**src/rtl/lsu_split_pkg.sv**
```systemverilog
package lsu_split_pkg;

   typedef enum logic [2:0] {
      ST_IDLE    = 3'd0,
      ST_REQ_LO  = 3'd1,
      ST_WAIT_LO = 3'd2,
      ST_REQ_HI  = 3'd3,
      ST_WAIT_HI = 3'd4
   } seq_state_e;

   localparam logic [1:0] SZ_BYTE = 2'd0;
   localparam logic [1:0] SZ_HALF = 2'd1;

   function automatic int unsigned size_bytes(input logic [1:0] sz);
      case (sz)
         SZ_BYTE: return 1;
         SZ_HALF: return 2;
         default: return 4;
      endcase
   endfunction

endpackage

```
**src/rtl/lsu_split_lanes.sv**
```systemverilog
module lsu_split_lanes #(
   parameter int DW = 32,
   localparam int NB = DW / 8,
   localparam int OFFW = $clog2(NB)
) (
   input  logic [OFFW-1:0] off_i,
   input  logic [1:0]      size_i,
   input  logic [DW-1:0]   wdata_i,
   output logic [NB-1:0]   be_lo_o,
   output logic [NB-1:0]   be_hi_o,
   output logic [DW-1:0]   wd_lo_o,
   output logic [DW-1:0]   wd_hi_o,
   output logic            crosses_o,
   output logic            misal_o
);
   import lsu_split_pkg::*;

   logic [2*NB-1:0] mask_base, mask_sh;
   logic [DW-1:0]   wclean;
   logic [2*DW-1:0] wd_sh;
   logic [OFFW-1:0] amask;

   // Clear store bytes above the access size, one lane per generate branch.
   for (genvar b = 0; b < NB; b++) begin : g_clean
      assign wclean[b*8 +: 8] = (b < int'(size_bytes(size_i))) ? wdata_i[b*8 +: 8] : 8'h00;
   end

   always_comb begin
      case (size_i)
         SZ_BYTE: begin mask_base = (2*NB)'(1);  amask = '0;          end
         SZ_HALF: begin mask_base = (2*NB)'(3);  amask = OFFW'(1);    end
         default: begin mask_base = (2*NB)'(15); amask = OFFW'(3);    end
      endcase
      mask_sh   = mask_base << off_i;
      wd_sh     = {{DW{1'b0}}, wclean} << {off_i, 3'b000};
      be_lo_o   = mask_sh[NB-1:0];
      be_hi_o   = mask_sh[2*NB-1:NB];
      wd_lo_o   = wd_sh[DW-1:0];
      wd_hi_o   = wd_sh[2*DW-1:DW];
      crosses_o = |mask_sh[2*NB-1:NB];
      misal_o   = |(off_i & amask);
   end

endmodule

```
**src/rtl/lsu_split_merge.sv**
```systemverilog
module lsu_split_merge #(
   parameter int DW = 32,
   localparam int NB = DW / 8,
   localparam int OFFW = $clog2(NB)
) (
   input  logic [OFFW-1:0] off_i,
   input  logic [1:0]      size_i,
   input  logic            uns_i,
   input  logic [DW-1:0]   lo_word_i,
   input  logic [DW-1:0]   hi_word_i,
   output logic [DW-1:0]   result_o
);
   import lsu_split_pkg::*;

   logic [2*DW-1:0] cat_sh;
   logic [DW-1:0]   raw;
   logic            sgn;

   always_comb begin
      cat_sh = {hi_word_i, lo_word_i} >> {off_i, 3'b000};
      raw    = cat_sh[DW-1:0];
      case (size_i)
         SZ_BYTE: begin
            sgn      = raw[7] & ~uns_i;
            result_o = {{(DW-8){sgn}}, raw[7:0]};
         end
         SZ_HALF: begin
            sgn      = raw[15] & ~uns_i;
            result_o = {{(DW-16){sgn}}, raw[15:0]};
         end
         default: begin
            sgn      = raw[31] & ~uns_i;
            result_o = (DW > 32) ? {{(DW-32){sgn}}, raw[31:0]} : raw;
         end
      endcase
   end

endmodule

```
**src/rtl/lsu_split_seq.sv**
```systemverilog
module lsu_split_seq (
   input  logic clk_i,
   input  logic rst_ni,
   input  logic start_i,
   input  logic crosses_i,
   input  logic gnt_i,
   input  logic rvalid_i,
   input  logic err_i,
   output logic idle_o,
   output logic bus_req_o,
   output logic hi_phase_o,
   output logic finish_o,
   output logic take_lo_o
);
   import lsu_split_pkg::*;

   seq_state_e st_q, st_d;

   always_comb begin
      st_d = st_q;
      case (st_q)
         ST_IDLE:    if (start_i) st_d = ST_REQ_LO;
         ST_REQ_LO:  if (gnt_i)   st_d = ST_WAIT_LO;
         ST_WAIT_LO: if (rvalid_i) st_d = (crosses_i && !err_i) ? ST_REQ_HI : ST_IDLE;
         ST_REQ_HI:  if (gnt_i)   st_d = ST_WAIT_HI;
         ST_WAIT_HI: if (rvalid_i) st_d = ST_IDLE;
         default:    st_d = ST_IDLE;
      endcase
   end

   always_ff @(posedge clk_i or negedge rst_ni) begin
      if (!rst_ni) st_q <= ST_IDLE;
      else         st_q <= st_d;
   end

   assign idle_o     = (st_q == ST_IDLE);
   assign bus_req_o  = (st_q == ST_REQ_LO) || (st_q == ST_REQ_HI);
   assign hi_phase_o = (st_q == ST_REQ_HI) || (st_q == ST_WAIT_HI);
   assign take_lo_o  = rvalid_i && (st_q == ST_WAIT_LO) && crosses_i && !err_i;
   assign finish_o   = rvalid_i && (((st_q == ST_WAIT_LO) && (err_i || !crosses_i))
                                    || (st_q == ST_WAIT_HI));

endmodule

```
**src/rtl/lsu_split.sv**
```systemverilog
module lsu_split #(
   parameter int AW = 32,
   parameter int DW = 32,
   localparam int NB = DW / 8,
   localparam int OFFW = $clog2(NB)
) (
   input  logic          clk_i,
   input  logic          rst_ni,
   input  logic          req_valid_i,
   output logic          req_ready_o,
   input  logic          req_store_i,
   input  logic [1:0]    req_size_i,
   input  logic          req_unsigned_i,
   input  logic [AW-1:0] req_addr_i,
   input  logic [DW-1:0] req_wdata_i,
   output logic          done_o,
   output logic          err_o,
   output logic [DW-1:0] rdata_o,
   output logic          bus_req_o,
   input  logic          bus_gnt_i,
   output logic [AW-1:0] bus_addr_o,
   output logic          bus_we_o,
   output logic [NB-1:0] bus_be_o,
   output logic [DW-1:0] bus_wdata_o,
   output logic          bus_first_o,
   output logic          bus_second_o,
   input  logic          bus_rvalid_i,
   input  logic [DW-1:0] bus_rdata_i,
   input  logic          bus_err_i
);

   if (DW < 32 || (DW & (DW - 1)) != 0) begin : g_bad_dw
      $error("lsu_split: DW must be a power of two of at least 32");
   end
   if (AW <= OFFW) begin : g_bad_aw
      $error("lsu_split: AW must exceed the byte-offset width");
   end

   logic          q_store, q_uns;
   logic [1:0]    q_size;
   logic [AW-1:0] q_addr;
   logic [DW-1:0] q_wdata, lo_q, merged;
   logic          done_q, err_q;
   logic [DW-1:0] rdata_q;

   logic          idle, start, hi_phase, finish, take_lo, crosses, misal;
   logic [NB-1:0] be_lo, be_hi;
   logic [DW-1:0] wd_lo, wd_hi;

   assign start = req_valid_i && idle;

   lsu_split_seq i_seq (
      .clk_i      (clk_i),
      .rst_ni     (rst_ni),
      .start_i    (start),
      .crosses_i  (crosses),
      .gnt_i      (bus_gnt_i),
      .rvalid_i   (bus_rvalid_i),
      .err_i      (bus_err_i),
      .idle_o     (idle),
      .bus_req_o  (bus_req_o),
      .hi_phase_o (hi_phase),
      .finish_o   (finish),
      .take_lo_o  (take_lo)
   );

   lsu_split_lanes #(.DW(DW)) i_lanes (
      .off_i     (q_addr[OFFW-1:0]),
      .size_i    (q_size),
      .wdata_i   (q_wdata),
      .be_lo_o   (be_lo),
      .be_hi_o   (be_hi),
      .wd_lo_o   (wd_lo),
      .wd_hi_o   (wd_hi),
      .crosses_o (crosses),
      .misal_o   (misal)
   );

   lsu_split_merge #(.DW(DW)) i_merge (
      .off_i     (q_addr[OFFW-1:0]),
      .size_i    (q_size),
      .uns_i     (q_uns),
      .lo_word_i (hi_phase ? lo_q : bus_rdata_i),
      .hi_word_i (hi_phase ? bus_rdata_i : '0),
      .result_o  (merged)
   );

   always_ff @(posedge clk_i or negedge rst_ni) begin
      if (!rst_ni) begin
         q_store <= 1'b0;
         q_uns   <= 1'b0;
         q_size  <= '0;
         q_addr  <= '0;
         q_wdata <= '0;
         lo_q    <= '0;
         done_q  <= 1'b0;
         err_q   <= 1'b0;
         rdata_q <= '0;
      end else begin
         done_q <= finish;
         if (start) begin
            q_store <= req_store_i;
            q_uns   <= req_unsigned_i;
            q_size  <= req_size_i;
            q_addr  <= req_addr_i;
            q_wdata <= req_wdata_i;
         end
         if (take_lo) lo_q <= bus_rdata_i;
         if (finish) begin
            err_q   <= bus_err_i;
            rdata_q <= q_store ? '0 : merged;
         end
      end
   end

   assign req_ready_o  = idle;
   assign done_o       = done_q;
   assign err_o        = err_q;
   assign rdata_o      = rdata_q;
   assign bus_addr_o   = {q_addr[AW-1:OFFW] + (AW-OFFW)'(hi_phase), {OFFW{1'b0}}};
   assign bus_we_o     = q_store;
   assign bus_be_o     = hi_phase ? be_hi : be_lo;
   assign bus_wdata_o  = hi_phase ? wd_hi : wd_lo;
   assign bus_first_o  = misal && !hi_phase;
   assign bus_second_o = hi_phase;

endmodule

```
**config.mk**
```make
export PLATFORM = sky130hd
export DESIGN_NAME = lsu_split
export DESIGN_NICKNAME = d
export VERILOG_FILES = /design/src/rtl/lsu_split_pkg.sv /design/src/rtl/lsu_split_lanes.sv /design/src/rtl/lsu_split_merge.sv /design/src/rtl/lsu_split_seq.sv /design/src/rtl/lsu_split.sv
export SDC_FILE = /design/constraint.sdc
export NUM_CORES = 1
export LEC_CHECK = 0
export CAP_MARGIN = 20
export CORE_MARGIN = 4
export CORE_UTILIZATION = 30
export DETAILED_ROUTE_END_ITERATION = 12
export DONT_BUFFER_PORTS = 1
export GPL_TIMING_DRIVEN = 1
export HOLD_SLACK_MARGIN = 0.02
export PLACE_DENSITY = 0.55
export SKIP_CTS_REPAIR_TIMING = 1
export SYNTH_ARGS = -nofsm -noshare
export SYNTH_HDL_FRONTEND = slang
export SYNTH_SLANG_ARGS = --single-unit
```
**constraint.sdc**
```tcl
create_clock -name clk_i -period 4 [get_ports clk_i]
set_clock_uncertainty 0.05 [all_clocks]
set_input_delay 0.8 -clock clk_i [delete_from_list [all_inputs] [get_ports clk_i]]
set_output_delay 0.8 -clock clk_i [all_outputs]
set_load 0.1 [all_outputs]
```
======== After elaboration in Yosys (flattened, before gate mapping) ========
Cells that the tools add are included.
Widths: inputs -> output; s select.
word-level totals
  register bits ........................... 137
  bits in latches ......................... 0
  memory bits (writable) .................. 0
  bits in read-only memories .............. 0
  word-level logic and storage cells ...... 72
  memories ................................ 0
cells by class
  add/sub/neg operators ................... 1
  multipliers ............................. 0
  divide/modulo/power cells ............... 0
  $lt $le $gt $ge ......................... 4
  equality and inequality tests ........... 10
  shift operators ......................... 3
  mux-type cells .......................... 20
  bitwise gates (word level) .............. 4
  reductions and logical operators ........ 20
operators by type and width
  operator            count
  $mux 32             4
  $pmux 32 s2         1
  $shl 32x5->64       1
  $shr 64x5->32       1
  $mux 8              4
  $add 30x1->30       1
  $mux 3              5
  $pmux 3 s5          1
  $logic_and 1x1->1   8
  $ne 2x2->1 const B  4
  $pmux 4 s2          1
  $shl 4x2->8         1
  $eq 3x2->1 const B  2
  $lt 1x3->1 const A  2
  $lt 2x3->1 const A  2
  $pmux 3 s2          1
  $reduce_and 5->1    1
  $logic_or 1x1->1    4
  $mux 4              1
  $pmux 2 s2          1
  $reduce_or 4->1     1
  $eq 3x1->1 const B  1
  $eq 3x3->1 const B  1
  $logic_not 1->1     3
  other kinds (9)     10

======== Depth between registers and ports, before layout ========
Gate-level depths: netlist (run 1).
  depth in word-level cells ............... 9
  mapped depth ............................ 15
  gate-level depth less buffers ........... 10

======== Modules after synthesis ========
A second synthesis (run 1) with hierarchy kept.
unflattened totals
  cells, all modules ...................... 873
  area, all modules ....................... 9298.9 µm²
by module, submodules not included
  module           instances  cells each  area an instance (µm²)
  lsu_split        1          550         6755.2
  lsu_split_lanes  1          191         1144.8
  lsu_split_merge  1          101         1109.8
  lsu_split_seq    1          31          289.0

======== Worst setup path after synthesis (run 1) ========
No wires, ideal clock.
  kind .................................... register to output
  start ................................... register i_seq.st_q[1]
  end ..................................... output port bus_addr_o[30]
  arrival time ............................ 5.425 ns
  required time ........................... 3.150 ns
  path slack .............................. -2.275 ns
  stages on the path, launching flop included .. 15
  buffers on the path ..................... 5
  cells stage by stage .................... dfrtp_1 buf_4 nor3b_4 nor2_4 inv_2 buf_4 buf_6 buf_4 clkbuf_1 ha_1 ha_1 nand4_1 nor3_1 nand3_1 xnor2_1
on the way
  word-level cells in the longest chain between the ends .. 3
  elaborated cells on any way between the ends .. 4
  classes of those cells .................. add/sub: 1; eq/ne: 2; reduce/logical: 1
RTL lines
  element                                          RTL line             text
  start, declared                                  lsu_split_seq.sv:17  seq_state_e st_q, st_d;
  start signal, assigned                           lsu_split_seq.sv:33  else st_q <= st_d;
  $eq 3x2->1 / $eq 3x3->1 (equally long branches)  lsu_split_seq.sv:38  assign hi_phase_o = (st_q == ST_REQ_HI) || (st_q == ST_WAIT_HI);
  $logic_or 1x1->1 *                               lsu_split_seq.sv:38
  via bus_second_o                                 lsu_split.sv:26      output logic bus_second_o,
  $add 30x1->30 *                                  lsu_split.sv:120     assign bus_addr_o = {q_addr[AW-1:OFFW] + (AW-OFFW)'(hi_phase), {OFFW{1'b0}}};
  end, declared                                    lsu_split.sv:21      output logic [AW-1:0] bus_addr_o,
Mark *: on every way through the listed nets, which the timed path passes. The rest lies on a longest branch.

======== Worst setup path in the final report (run 1) ========
  start ................................... register i_seq.st_q[1]
  end ..................................... output port bus_addr_o[28]
on the way
  word-level cells in the longest chain between the ends .. 3
  elaborated cells on any way between the ends .. 4
  classes of those cells .................. add/sub: 1; eq/ne: 2; reduce/logical: 1
RTL lines
  element                                          RTL line
  $eq 3x2->1 / $eq 3x3->1 (equally long branches)  lsu_split_seq.sv:38
  $logic_or 1x1->1 *                               lsu_split_seq.sv:38
  $add 30x1->30 *                                  lsu_split.sv:120
Mark *: on every way between the ends. The rest lies on a longest branch, timed or not.

==> results of run 1 <==
-- cell families after synthesis --
kind of cell / count (synthesis) / synth area share (%)
multiplexers: 144 / 21.2
flip-flops: 137 / 41.2
other: 1 / 0.0450
AO/OA/AOI/OAI: 198 / 16.3
AND/OR/NAND/NOR: 229 / 14.0
XOR/XNOR: 28 / 2.94
adder cells (fa/ha/maj): 3 / 0.451
buffers and inverters: 70 / 3.92
-- sequential cells by signal, indices dropped and copies added (netlist names), 2 cells and up --
name / cells
i_seq.st_q: 3
lo_q: 32
q_addr: 32
q_size: 2
q_wdata: 32
rdata_o: 32
-- per-stage QoR --
| step | hold WS, ns | util [%] | setup TNS, ns |
|---|---|---|---|
| floorplan | 0.402 | - | -2.53 |
| CTS | -0.00130 | 42.1 | -0.371 |
| finish | 0.180 | 42.5 | 0 |
| global placement | 0.421 | 39.7 | 0 |
| global route | 0.196 | 42.5 | 0 |
| detailed placement | 0.442 | 39.7 | 0 |
-- placed cells by master, fill, tap and decap left out, types with 14 or more instances in the layout --
master     netlist  routed
a21oi_1         21      19
a22oi_1         19      19
a31oi_1         14      14
and3_1          31      30
buf_12           0      64
buf_4            8      31
clkbuf_16        0      17
dfrtp_1        137     135
mux2_2          99      99
mux2i_1         28      28
mux4_2          16      16
nand2_1         59      59
nand3_1         36      32
nor2_1          45      43
o21ai_0         63      45
o21ai_2          0      17
xnor2_4          0      17
-- layout make-up --
cell class                 count  area, um2  area share, %
sequential                   137       3430           29.8
clock inverter                13        181           1.58
timing repair buffer         102       1610           14.0
clock buffer                  19        453           3.94
tap                          372        465           4.04
multi-input combinational    604       5320           46.2
inverter                      10       38.8          0.337
-- metal layers --
layer | GRT usage [%] | routed length (um) | up-vias
met5 | 0 | 49 | -
met2 | 29.2 | 13600 | 242
met1 | 24.4 | 12400 | 3525
met4 | 5.43 | 584 | 8
li1 | - | - | 3170
met3 | 6.08 | 2280 | 39
-- worst max path at each step --
| stage | depth (start not counted) | end | from | slack, ns |
|---|---|---|---|---|
| after floorplan | 14 | bus_addr_o[30] | i_seq.st_q[1]$_DFFE_PN0P_ | -0.43 |
| after CTS | 10 | bus_addr_o[30] | i_seq.st_q[1]$_DFFE_PN0P_ | -0.16 |
| after global routing | 7 | bus_addr_o[31] | q_addr[12]$_DFFE_PN0P_ | 0.02 |
| after detailed placement | 10 | bus_addr_o[30] | i_seq.st_q[1]$_DFFE_PN0P_ | 0.31 |
| after global placement | 10 | bus_addr_o[30] | i_seq.st_q[1]$_DFFE_PN0P_ | 0.39 |
| final | 12 | bus_addr_o[28] | i_seq.st_q[1]$_DFFE_PN0P_ | 0.24 |
==> impl_metrics.yaml, run 1 <==
logic_synthesis:
  synthMostInstantiatedCell: "dfrtp_1"
  synth_top_area_cell: "dfrtp_1"
  ys_ff_latch: 137
  netlist_instances: 810
  async_flop_share_pct: 100
  syn_area_per_cell_um2: 10.3
  synth_flop_cell: "dfrtp_1"
  ys_warn_count: 0
  synth_area_um2: 8330
  synth_cell_types: 64
  synth_common_cells: "137 x dfrtp_1, 99 x mux2_2, 63 x o21ai_0"
  seq_area_frac_synth_pct: 41.2
  synth_edf_count: 0
  synth_top_area_share_pct: 41.2
  yosys-top-cells-area: "dfrtp_1 41%, mux2_2 13%, mux4_2 4.3%"
detailed_routing:
  routed_via_density: 5.56
  detail-route-antenna-nets: 0
  routed_wl_mm: 28.9
  drt_iter0_markers: 482
  vias: 6984
  wire_per_inst_um: 23.0
  firstDrtPassIters: 6
  drc: 0
cts:
  cts_tree: "yes"
  cts_buffer_depth: 2
  clkLatencyLatePin_ns: 0.43
  cts_root_buffer: "clkbuf_16"
  htree_levels: 4
  numCtsBuffers: 17
  cts_sinks: 137
  clk_pin_slew_worst_paths_ns: 0.06
placed_design:
  globalplace.congestion: 0.833
  place_area_um2: 10800
  place_ws_ns: 0.312
  dp_cells: 1218
  port_buffers: 0
  hpwl_mm: 21.0
finish:
  drive_gt1_share_pct: 38.0
  area_growth_pct: 38.1
  fill_cells: 2533
  fin_area_um2: 11500
  layout.cells.non_filler: 1257
  n_antenna_cell: 0
  fin_nets: 981
global_routing:
  antenna_found_initial: 4
  grt.overflow.total: 0
  grt_max_degree: 138
  first_global_vias: 7018
  grt_pass1_wl_mm: 43.9
  grt_use_total_pct: 18.5
status:
  outcome: "finished, final reports clean"
floorplan:
  rows: 60
  die_y_um: 175
  core_area_um2: 27100
  start_util_pct: 30.7
  dieArea_um2: 30500
  ioPinCount: 213
  floorplan.die.width_um: 175
timing:
  slew_violations: 0
  hold_viol_final: 0
  min_period_ns: 3.76
  rsz0062_at_grt: "no"
  fin_crit_sh_pct: 94.1
  setup-violations-final: 0
  setup_slack_ns: 0.237
  slew_headroom_pct: 31.6
  fmax_mhz: 266
  worst_pin_slew_ns: 1.03
worst_setup_path:
  cpMaxStageDelayCell: "dfrtp_1"
  timing.rr.end: "rdata_o[23]$_DFFE_PN0P_"
  path_buf_inv: 4
  worstPathArrival_ns: 2.91
  critPathTopFamily: "simple AND/OR/NAND/NOR gates"
  reg2reg_setup_slack_ns: 1.10
  ff2ff_path_depth: 10
  crit_chain: "and3b_1 > nor2_4 > clkinv_2 > ha_4 > ha_4 > nand4_1 > buf_4 > nor3_4 > buf_4 > nand3_2 > xnor2_4 > buf_12"
  worst-setup-path-type: "reg2out"
  required_ns: 3.15
  end_kind: "output port"
  r2r_start: "i_seq.st_q[1]$_DFFE_PN0P_"
  critPathLaunchType: "register"
  worst_path_largest_cell_delay_ns: 0.58
  crit_fanout: 13
worst_hold_path:
  hp-class: "in2async"
flow_run:
  drv_cap: 0
Power of run 1 is not shown: default switching activity piles up to over one toggle a cycle in this logic, so the estimate is an artifact.
==> run 2: changes to the inputs <==
--- a/config.mk
+++ b/config.mk
@@ -12,7 +12,7 @@
 export DONT_BUFFER_PORTS = 1
 export GPL_TIMING_DRIVEN = 1
 export HOLD_SLACK_MARGIN = 0.02
-export PLACE_DENSITY = 0.55
+export PLACE_DENSITY_LB_ADDON = 0.05
 export SKIP_CTS_REPAIR_TIMING = 1
 export SYNTH_ARGS = -nofsm -noshare
 export SYNTH_HDL_FRONTEND = slang
==> constraint.sdc (replaced) <==
create_clock -name clk_i -period 4 [get_ports clk_i]
set_clock_uncertainty 0.05 [all_clocks]
set_input_delay 0.6 -clock clk_i [delete_from_list [all_inputs] [get_ports clk_i]]
set_output_delay 0.6 -clock clk_i [all_outputs]
set_load 0.1 [all_outputs]
==> run 2 against run 1 <==
Net effect:
- cell count decreased by 0.40%
- sequential cell count unchanged
- register-to-register slack got worse by 0.49 ns
- count of clock-buffer cells in the layout unchanged
- worst hold slack worse by 0.072 ns
- critical path depth shrank 3
- setup slack better by 0.047 ns
- utilization is 1.7 points lower
- non-clock buffer count is 6 lower
- critical path type unchanged
==> impl_metrics.yaml, run 2 (synthesis gave the netlist of run 1 again) <==
floorplan:
  core_area_um2: 27100
  floorplan.die.width_um: 175
  die_y_um: 175
  rows: 60
  start_util_pct: 30.7
  dieArea_um2: 30500
  ioPinCount: 213
finish:
  area_growth_pct: 32.5
  fill_cells: 2600
  layout_commonest_cell: "dfrtp_1"
  layout.cells.non_filler: 1252
  final_cell_mix: "135 x dfrtp_1, 99 x mux2_2, 59 x nand2_1"
  drive_gt1_share_pct: 37.7
  fin_nets: 976
  n_antenna_cell: 0
timing:
  fin_crit_sh_pct: 92.9
  slew_headroom_pct: 23.9
  min_period_ns: 3.72
  rsz0062_at_grt: "no"
  hold_slack_ns: 0.107
  fmax_mhz: 269
  slew_violations: 0
  setup_slack_ns: 0.284
  setup-violations-final: 0
  tns_ns: 0
  hold_viol_final: 0
  worst_pin_slew_ns: 1.13
worst_setup_path:
  ff2ff_path_depth: 9
  worst-setup-path-type: "reg2out"
  worstPathArrival_ns: 3.07
  reg2reg_setup_slack_ns: 0.61
  end_kind: "output port"
  critPathLaunchType: "register"
  required_ns: 3.35
  crit_fanout: 28
placed_design:
  globalplace.congestion: 0.883
  dp_cells: 1214
  place_ws_ns: 0.434
  port_buffers: 0
  hpwl_mm: 21.5
cts:
  numCtsBuffers: 17
  cts_buffer_depth: 2
  cts_root_buffer: "clkbuf_16"
  clk_pin_slew_worst_paths_ns: 0.07
  htree_levels: 4
  cts_tree: "yes"
  clkLatencyLatePin_ns: 0.42
  cts_sinks: 137
global_routing:
  grt.overflow.total: 0
  grt_max_degree: 138
  grt_pass1_wl_mm: 45.4
  first_global_vias: 7147
  antenna_found_initial: 0
  grt_use_total_pct: 19.1
detailed_routing:
  wire_per_inst_um: 23.5
  routed_via_density: 5.56
  drc: 0
  routed_wl_mm: 29.4
  drt_iter0_markers: 391
  vias: 6961
  detail-route-antenna-nets: 0
  firstDrtPassIters: 5
flow_run:
  drv_cap: 0
status:
  outcome: "finished, final reports clean"
worst_hold_path:
  hp-class: "in2async"
## run 2: through the flow
step / utilization, % / area [um2]
3_5_place_dp: 38.3 / 10400
3_3_place_gp: 38.3 / 10400
2_1_floorplan: - / 8780
5_1_grt: 40.7 / 11000
6_report: 40.7 / 11000
4_1_cts: 40.5 / 11000
## run 2: cell type report
cell class                 instances  area, um2  area share, %
clock inverter                    13        145           1.31
multi-input combinational        604       5170           46.8
clock buffer                      19        443           4.01
timing repair buffer              96       1330           12.1
tap                              372        465           4.22
inverter                          10       46.3          0.419
timing repair inverter             1       5.00         0.0453
sequential                       137       3430           31.1
## run 2: path summary, 6_finish.rpt
check                                               start                   endpoint
worst max-delay path            i_seq.st_q[0]$_DFFE_PN0P_            bus_wdata_o[23]
worst min-delay path                               rst_ni       lo_q[30]$_DFFE_PN0P_
worst max register to register      q_size[0]$_DFFE_PN0P_    rdata_o[27]$_DFFE_PN0P_
worst min register to register        lo_q[5]$_DFFE_PN0P_        lo_q[5]$_DFFE_PN0P_
max in group asynchronous                          rst_ni      q_addr[0]$_DFFE_PN0P_
min in group clk_i                           bus_rvalid_i  i_seq.st_q[2]$_DFFE_PN0P_
## run 2: routing by layer
metal	vias up	routed length [um]	GRT usage [%]
met1	3558	12600	24.9
met4	0	625	5.73
met5	-	0	0
met3	35	2040	5.88
li1	3143	-	-
met2	225	14200	30.8
## run 2: critical path, cell delays in order (launching register included)
cell and delay [ns]:
dfrtp_1 0.38, buf_4 0.19, and3b_1 0.29, nor2_4 0.15, clkinv_2 0.10, buf_4 0.27, nor3_2 0.64, a22oi_1 0.23
o21ai_2 0.15, buf_12 0.21
Power of run 2 is left out for the same reason.
==> run 3: changes to the inputs <==
--- a/config.mk
+++ b/config.mk
@@ -16,4 +16,5 @@
 export SKIP_CTS_REPAIR_TIMING = 1
 export SYNTH_ARGS = -nofsm -noshare
 export SYNTH_HDL_FRONTEND = slang
+export SYNTH_HIERARCHICAL = 1
 export SYNTH_SLANG_ARGS = --single-unit
==> run 3 against run 2 <==
Net effect:
- critical path depth is 1 lower
- synthesized cell count is 6.8% higher
- register-to-register slack better by 0.10 ns
- sequential share of layout area is 0.50 points higher
- sequential cell count stayed put
- fmax is 2.9% lower
- utilization is 5.1 points lower
- setup slack worse by 0.11 ns
- cell count is 1.2% higher
- critical path type unchanged
==> impl_metrics.yaml, run 3 <==
timing:
  slew_headroom_pct: 23.9
  fin_crit_sh_pct: 95.7
  rsz0062_at_grt: "no"
  setup-violations-final: 0
  worst_pin_slew_ns: 1.14
  tns_ns: 0
  slew_violations: 0
  fmax_mhz: 261
  setup_slack_ns: 0.171
  min_period_ns: 3.83
  hold_viol_final: 0
  hold_slack_ns: 0.105
global_routing:
  grt_pass1_wl_mm: 41.5
  grt.overflow.total: 0
  grt_max_degree: 138
  antenna_found_initial: 4
  first_global_vias: 6712
  grt_use_total_pct: 16.0
worst_setup_path:
  required_ns: 3.35
  ff2ff_path_depth: 9
  reg2reg_setup_slack_ns: 0.71
  worstPathArrival_ns: 3.18
  timing.rr.end: "rdata_o[17]$_DFFE_PN0P_"
  crit_fanout: 13
  end_kind: "output port"
  r2r_start: "i_seq/st_q[2]$_DFFE_PN0P_"
  critPathLaunchType: "register"
  worst-setup-path-type: "reg2out"
  crit_start: "i_seq/st_q[2]$_DFFE_PN0P_"
cts:
  cts_buffer_depth: 2
  clk_pin_slew_worst_paths_ns: 0.06
  numCtsBuffers: 17
  clkLatencyLatePin_ns: 0.43
  cts_sinks: 137
  cts_root_buffer: "clkbuf_16"
  cts_tree: "yes"
  htree_levels: 4
placed_design:
  hpwl_mm: 20.2
  dp_cells: 1237
  place_ws_ns: 0.620
  port_buffers: 0
  globalplace.congestion: 0.821
detailed_routing:
  vias: 6624
  wire_per_inst_um: 21.5
  routed_wl_mm: 27.3
  met2_length_mm: 12.0
  wl_met1_mm: 11.9
  routed_via_density: 5.23
  detail-route-antenna-nets: 0
  drc: 0
  wl_met3_mm: 2.89
  firstDrtPassIters: 5
  highest_layer: "met5"
  drt_iter0_markers: 275
worst_hold_path:
  hp-class: "in2async"
finish:
  layout_commonest_cell: "mux2_2"
  layout.cells.non_filler: 1267
  final_cell_mix: "164 x mux2_2, 134 x dfrtp_1, 63 x o21ai_0"
  fin_nets: 972
  area_growth_pct: 17.5
  n_antenna_cell: 0
  drive_gt1_share_pct: 38.0
logic_synthesis:
  syn_area_per_cell_um2: 10.7
  netlist_instances: 865
  synth_area_um2: 9250
  ys_warn_count: 6
floorplan:
  core_area_um2: 30500
  ioPinCount: 213
  die_y_um: 184
  start_util_pct: 30.3
  dieArea_um2: 33700
  rows: 64
  floorplan.die.width_um: 184
status:
  outcome: "finished, final reports clean"
flow_run:
  drv_cap: 0
## run 3: area by class of cell
type / count / area, um2
fill: 3011 / 19600
multi-input combinational: 614 / 5480
sequential: 137 / 3430
timing repair buffer: 53 / 723
tap: 396 / 495
clock buffer: 22 / 474
inverter: 38 / 145
clock inverter: 7 / 119
## run 3: metrics by stage
step           utilization [%]  cell area [um2]
6_report                  35.6            10900
5_1_grt                   35.6            10900
4_1_cts                   35.5            10800
3_5_place_dp              33.6            10200
3_3_place_gp              33.6            10200
2_1_floorplan                -             9460
## run 3: worst max path at each step
| stage | endpoint | cells after the start |
|---|---|---|
| after floorplan | bus_addr_o[9] | 7 |
| after global placement | bus_wdata_o[10] | 7 |
| after detailed placement | bus_addr_o[15] | 8 |
| after CTS | bus_addr_o[15] | 8 |
| after global routing | bus_addr_o[28] | 8 |
| final | bus_addr_o[28] | 8 |
## run 3: metal layers
| metal | vias up | global-route usage, % |
|---|---|---|
| met5 | - | 0 |
| met4 | 6 | 3.96 |
| met3 | 25 | 7.42 |
| met2 | 212 | 24.0 |
| met1 | 3329 | 21.0 |
| li1 | 3052 | - |
## run 3: worst max-delay path: stages (launching register included)
cell	delay (ns)
dfrtp_1	0.63
nor2b_1	0.25
mux2_4	0.26
ha_1	0.23
nand4_2	0.18
nor3_4	0.53
nand4_1	0.23
xnor2_2	0.23
buf_12	0.20
Power of run 3 is left out for the same reason.
